==> config.mk <==
export PLATFORM = sky130hd
export DESIGN_NAME = flash_prot_guard
export DESIGN_NICKNAME = d
export VERILOG_FILES = /design/src/rtl/prg_pkg.sv /design/src/rtl/prg_reg_bank.sv /design/src/rtl/prg_range_match.sv /design/src/rtl/flash_prot_guard.sv
export SDC_FILE = /design/constraint.sdc
export NUM_CORES = 1
export LEC_CHECK = 0
export BUFFER_PORTS_ARGS = -buffer_cell sky130_fd_sc_hd__buf_2
export CORE_AREA = 2 2 147 149
export CTS_CLUSTER_SIZE = 30
export DETAILED_ROUTE_END_ITERATION = 8
export DIE_AREA = 0 0 149 151
export PLACE_DENSITY = 0.93
export SYNTH_ARGS = -nofsm -noshare
export SYNTH_HDL_FRONTEND = slang
export SYNTH_SLANG_ARGS = --single-unit
==> constraint.sdc <==
create_clock -name clk -period 6 [get_ports clk]
set_input_delay 1.2 -clock clk [delete_from_list [all_inputs] [get_ports clk]]
set_output_delay 1.2 -clock clk [all_outputs]
set_load 0.05 [all_outputs]
==> src/rtl/prg_pkg.sv <==
package prg_pkg;

  localparam int FIELD_W    = 14;
  localparam int GRAN_SHIFT = 12;

  // One protection window, stored without the unused bit positions.
  typedef struct packed {
    logic               wp;
    logic               rp;
    logic [FIELD_W-1:0] limit;
    logic [FIELD_W-1:0] base;
  } prange_t;

  function automatic prange_t word_to_range(input logic [31:0] w);
    prange_t r;
    r.base  = w[FIELD_W-1:0];
    r.rp    = w[15];
    r.limit = w[16 +: FIELD_W];
    r.wp    = w[31];
    return r;
  endfunction

  function automatic logic [31:0] range_to_word(input prange_t r);
    logic [31:0] w;
    w = '0;
    w[FIELD_W-1:0]   = r.base;
    w[15]            = r.rp;
    w[16 +: FIELD_W] = r.limit;
    w[31]            = r.wp;
    return w;
  endfunction

  // Granule-level inclusive window test; an inverted window covers nothing.
  function automatic logic range_covers(input prange_t r, input logic [31:0] addr);
    logic [31:0] gran;
    logic [31:0] lo;
    logic [31:0] hi;
    gran = addr >> GRAN_SHIFT;
    lo   = 32'(r.base);
    hi   = 32'(r.limit);
    return (lo <= hi) && (gran >= lo) && (gran <= hi);
  endfunction

endpackage

==> src/rtl/prg_reg_bank.sv <==
module prg_reg_bank
  import prg_pkg::*;
#(
  parameter int NUM_RANGES = 6,
  parameter int OFF_W      = 8
) (
  input  logic                       clk,
  input  logic                       rst_n,
  input  logic                       bus_we,
  input  logic [OFF_W-1:0]           bus_addr,
  input  logic [31:0]                bus_wdata,
  output logic [31:0]                bus_rdata,
  output prange_t [NUM_RANGES-1:0]   ranges,
  output logic                       locked
);

  localparam int WIDX_W   = OFF_W - 2;
  localparam int LOCK_IDX = NUM_RANGES;

  prange_t [NUM_RANGES-1:0] ranges_q;
  logic                     lock_q;
  logic [WIDX_W-1:0]        widx;
  logic                     aligned;
  logic                     wr_ok;
  logic                     lock_set;

  assign widx     = bus_addr[OFF_W-1:2];
  assign aligned  = (bus_addr[1:0] == 2'b00);
  assign wr_ok    = bus_we && aligned && !lock_q;
  assign lock_set = wr_ok && (32'(widx) == LOCK_IDX) && bus_wdata[0];

  for (genvar i = 0; i < NUM_RANGES; i++) begin : g_rng
    logic sel_wr;
    assign sel_wr = wr_ok && (32'(widx) == i);
    always_ff @(posedge clk or negedge rst_n) begin
      if (!rst_n)      ranges_q[i] <= '0;
      else if (sel_wr) ranges_q[i] <= word_to_range(bus_wdata);
    end
  end

  always_ff @(posedge clk or negedge rst_n) begin
    if (!rst_n)        lock_q <= 1'b0;
    else if (lock_set) lock_q <= 1'b1;
  end

  always_comb begin
    bus_rdata = '0;
    if (aligned) begin
      for (int i = 0; i < NUM_RANGES; i++)
        if (32'(widx) == i) bus_rdata = range_to_word(ranges_q[i]);
      if (32'(widx) == LOCK_IDX) bus_rdata = {31'b0, lock_q};
    end
  end

  assign ranges = ranges_q;
  assign locked = lock_q;

  AST_LOCK_STICKY: assert property (@(posedge clk) disable iff (!rst_n)
    lock_q |=> lock_q);
  AST_LOCKED_FROZEN: assert property (@(posedge clk) disable iff (!rst_n)
    lock_q |=> $stable(ranges_q));

endmodule

==> src/rtl/prg_range_match.sv <==
module prg_range_match
  import prg_pkg::*;
#(
  parameter int NUM_RANGES = 6,
  parameter int ADDR_W     = 24
) (
  input  prange_t [NUM_RANGES-1:0] ranges,
  input  logic [ADDR_W-1:0]        addr,
  input  logic                     is_write,
  output logic [NUM_RANGES-1:0]    hit_vec
);

  logic [31:0] addr_x;
  assign addr_x = 32'(addr);

  for (genvar i = 0; i < NUM_RANGES; i++) begin : g_cmp
    logic covered;
    logic armed;
    assign covered    = range_covers(ranges[i], addr_x);
    assign armed      = is_write ? ranges[i].wp : ranges[i].rp;
    assign hit_vec[i] = covered && armed;
  end

endmodule

==> src/rtl/flash_prot_guard.sv <==
module flash_prot_guard
  import prg_pkg::*;
#(
  parameter int NUM_RANGES = 6,
  parameter int ADDR_W     = 24
) (
  input  logic              clk,
  input  logic              rst_n,
  input  logic              bus_we,
  input  logic [7:0]        bus_addr,
  input  logic [31:0]       bus_wdata,
  output logic [31:0]       bus_rdata,
  input  logic              req_valid,
  input  logic [ADDR_W-1:0] req_addr,
  input  logic              req_write,
  output logic              rsp_valid,
  output logic              rsp_deny
);

  prange_t [NUM_RANGES-1:0] ranges;
  logic                     locked;
  logic [NUM_RANGES-1:0]    hit_vec;
  logic                     any_hit;

  prg_reg_bank #(.NUM_RANGES(NUM_RANGES), .OFF_W(8)) u_bank (
    .clk(clk), .rst_n(rst_n), .bus_we(bus_we), .bus_addr(bus_addr),
    .bus_wdata(bus_wdata), .bus_rdata(bus_rdata), .ranges(ranges),
    .locked(locked)
  );

  prg_range_match #(.NUM_RANGES(NUM_RANGES), .ADDR_W(ADDR_W)) u_match (
    .ranges(ranges), .addr(req_addr), .is_write(req_write), .hit_vec(hit_vec)
  );

  assign any_hit = |hit_vec;

  always_ff @(posedge clk or negedge rst_n) begin
    if (!rst_n) begin
      rsp_valid <= 1'b0;
      rsp_deny  <= 1'b0;
    end else begin
      rsp_valid <= req_valid;
      rsp_deny  <= req_valid && any_hit;
    end
  end

  AST_RSP_ONE_CYCLE: assert property (@(posedge clk) disable iff (!rst_n)
    req_valid |=> rsp_valid);
  AST_RSP_IDLE: assert property (@(posedge clk) disable iff (!rst_n)
    !req_valid |=> (!rsp_valid && !rsp_deny));
  AST_DENY_NEEDS_HIT: assert property (@(posedge clk) disable iff (!rst_n)
    rsp_deny |-> $past(any_hit));

  for (genvar i = 0; i < NUM_RANGES; i++) begin : g_chk
    AST_UNARMED_NO_HIT: assert property (@(posedge clk) disable iff (!rst_n)
      (req_valid && !ranges[i].wp && !ranges[i].rp) |-> !hit_vec[i]);
    AST_INVERTED_NO_HIT: assert property (@(posedge clk) disable iff (!rst_n)
      (req_valid && (ranges[i].base > ranges[i].limit)) |-> !hit_vec[i]);
    AST_KIND_GATES_HIT: assert property (@(posedge clk) disable iff (!rst_n)
      (req_valid && hit_vec[i]) |-> (req_write ? ranges[i].wp : ranges[i].rp));
  end

endmodule

==> run_results.csv <==
group,metric,value,unit
run_status,outcome,"finished, final reports clean",
placement,pre_cts_ws,1350,ps
logic_synthesis,syn_inst,1319,
setup_path,path_cells,"buf_2 -> nor4_2 -> buf_4 -> and3_1 -> a22oi_1 -> a31oi_1 -> buf_2",
floorplan,ios,103,
clock_network,cts_buffers,17,
timing,fmax,208,MHz
floorplan,dieArea,22500,um2
run,drv_cap,0,
finish,num_antenna_cells,0,
setup_path,cp-start-kind,"input pin",
finish,layout.nets,1690,
placement,place_hpwl,30200,um
drt,wire_per_inst,24.1,um
logic_synthesis,syn_area,13400,um2
clock_network,root_buffer,"clkbuf_16",
timing,slew_headroom,0.341,
setup_path,critical_path_required,4800,ps
finish,mostFrequentLayoutCells,"ha_1 (228), dfrtp_1 (183), inv_1 (166), mux2_2 (154), buf_2 (85)",
drt,via_count,11539,
clock_network,clk_pin_slew,70,ps
floorplan,core,20800,um2
clock_network,cts_setup_buffers,0,
placement,gp_congestion,0.964,
power_and_ir_drop,total_power,3.26,mW
clock_network,h-tree-depth,4,
setup_path,critical_path.slowest_cell,"and3_1",
finish,layout.cells.non_filler,1681,
finish,drive_gt1_frac,0.218,
global_route,antenna_found_initial,0,
clock_network,clock_latency,450,ps
min_path,hold_depth,1,
logic_synthesis,synth_warnings,0,
logic_synthesis,synth.avg_cell_area,10.1,um2
clock_network,cts.path.max_buffers,2,
finish,fin_util,0.707,
finish,postLayoutCellArea,14700,um2
drt,avgViaCountPerCell,6.86,
clock_network,cts_num_sinks,183,
drt,drt-initial-drc-count,1356,
timing,fin_setup_tns,0,ps
timing,finalCritPeriodShare,0.802,
floorplan,die_h,151,um
drt,drc,0,
timing,clock_skew,10.0,ps
logic_synthesis,synth_edf_count,0,
floorplan,initial_core_util,0.641,
clock_network,cts_hold_buf,0,
placement,dpl.cell_count,1649,
global_route,overflow,0,
drt,wl,40400,um
drt,drtPass1Iterations,7,
logic_synthesis,synth_flop_cell,"dfrtp_1",
global_route,grt_max_degree,94,
power_and_ir_drop,peakVddDrop,0.169,mV
floorplan,dieWidth,149,um
setup_path,cp-end-kind,"output pin",
timing,hold_viol,0,
clock_network,cts_tree,"yes",
logic_synthesis,yosysSeqAreaShare,0.343,
timing,timing.hold.ws,517,ps
global_route,grt_pass1_wl,62100,um
setup_path,critPathMaxFanout,20,
timing,period_needed,4810,ps
timing,rsz0062_at_grt,"no",
finish,area_growth,10.2,%
timing,worst_pin_slew,988,ps
floorplan,rows,53,
setup_path,crit_type,"input pin to output pin",
setup_path,arrival,3610,ps
timing,drv_slew,0,
clock_network,cts_resized,0,
drt,postRouteAntennaNets,0,
global_route,grt_pass1_vias,11586,
setup_path,cpPeakStageDelay,820,ps
finish,final_common_cell,"ha_1",
power_and_ir_drop,p_per_area,222,nW/um2
logic_synthesis,synth.distinct_cells,57,
timing,setup-violations-final,0,
timing,timing.final.ws_setup,1190,ps
global_route,grtUsageTotal,0.368,
min_path,hold_class,"register to register",
setup_path,cpMostUsedCell,"buf_2",
setup_path,reg2regPathDepth,9,
placement,io_buffer_count,86,
logic_synthesis,ys_ff_latch,183,
logic_synthesis,async_flop_share,1.00,
power_and_ir_drop,power_leakage,7.08,nW
placement,place_area,14100,um2
[layout make-up]
class	instances	area, um2
timing repair buffer	100	544
fill	1414	6100
multi-input combinational	925	7990
tap	275	344
clock inverter	15	213
inverter	166	623
sequential	183	4580
clock buffer	17	425
[cell families (layout without fill, tap and decap cells)]
group | Yosys count | count (layout) | synth area share
buffers and inverters | 212 | 298 | 0.0612
AO/OA/AOI/OAI | 307 | 307 | 0.149
multiplexers | 171 | 171 | 0.153
adder cells (fa/ha/maj) | 228 | 228 | 0.214
flip-flops | 183 | 183 | 0.343
AND/OR/NAND/NOR | 217 | 217 | 0.0800
other | 1 | 2 | 0.000281
[cell usage after synthesis (4+ instances only)]
cell / n / area (um2)
a2111oi_0: 6 / 52.6
nand4_1: 35 / 219
o21a_1: 4 / 30.0
nand3_1: 21 / 105
o31ai_1: 9 / 67.6
mux2i_1: 5 / 50.1
o21ai_0: 57 / 285
nand2_1: 68 / 255
dfrtp_1: 183 / 4580
nor2_1: 38 / 143
a21o_1: 25 / 188
mux2_2: 154 / 1730
nand2b_1: 9 / 56.3
buf_2: 11 / 55.1
ha_1: 228 / 2850
a31oi_1: 22 / 138
a21oi_1: 73 / 365
inv_1: 166 / 623
mux4_2: 11 / 248
nor2b_1: 13 / 81.3
buf_1: 4 / 15.0
clkbuf_1: 29 / 109
a21boi_0: 5 / 37.5
nor3_1: 13 / 65.1
and4_1: 5 / 43.8
nor4_1: 4 / 25.0
a22oi_1: 67 / 503
a211oi_1: 12 / 90.1
[power by group]
part           internal, mW  switching, mW
sequential             1.30         0.0748
combinational         0.267          0.387
clock                 0.708          0.527
[critical path: cells and delay by family]
family	cells	cell delay, ps
compound gates	2	620
buf+inv	3	700
simple gates	2	1080
[final timing paths]
| check | from | endpoint | slack (ps) |
|---|---|---|---|
| max | bus_addr[4] | bus_rdata[13] | 1190 |
| min | u_bank.locked | u_bank.locked | 520 |
| max reg2reg | u_bank.ranges[47] | rsp_deny | 3370 |
| min reg2reg | u_bank.locked | u_bank.locked | 520 |
| max in group asynchronous | rst_n | u_bank.ranges[73] | 3960 |
| min in group asynchronous | rst_n | u_bank.ranges[37] | 840 |
[state kept, by name, summed over array words and instances, names as in the netlist]
signal / cells
rsp_valid: 1
u_bank.ranges: 180
rsp_deny: 1
u_bank.locked: 1
[layer usage]
metal,part of all wire,track usage,routed length (um)
met4,0.054,0.190,2160
met3,0.10,0.0877,4120
met5,0,0,0
met1,0.38,0.467,15500
met2,0.46,0.590,18700
(Power assumes the default switching activity.)
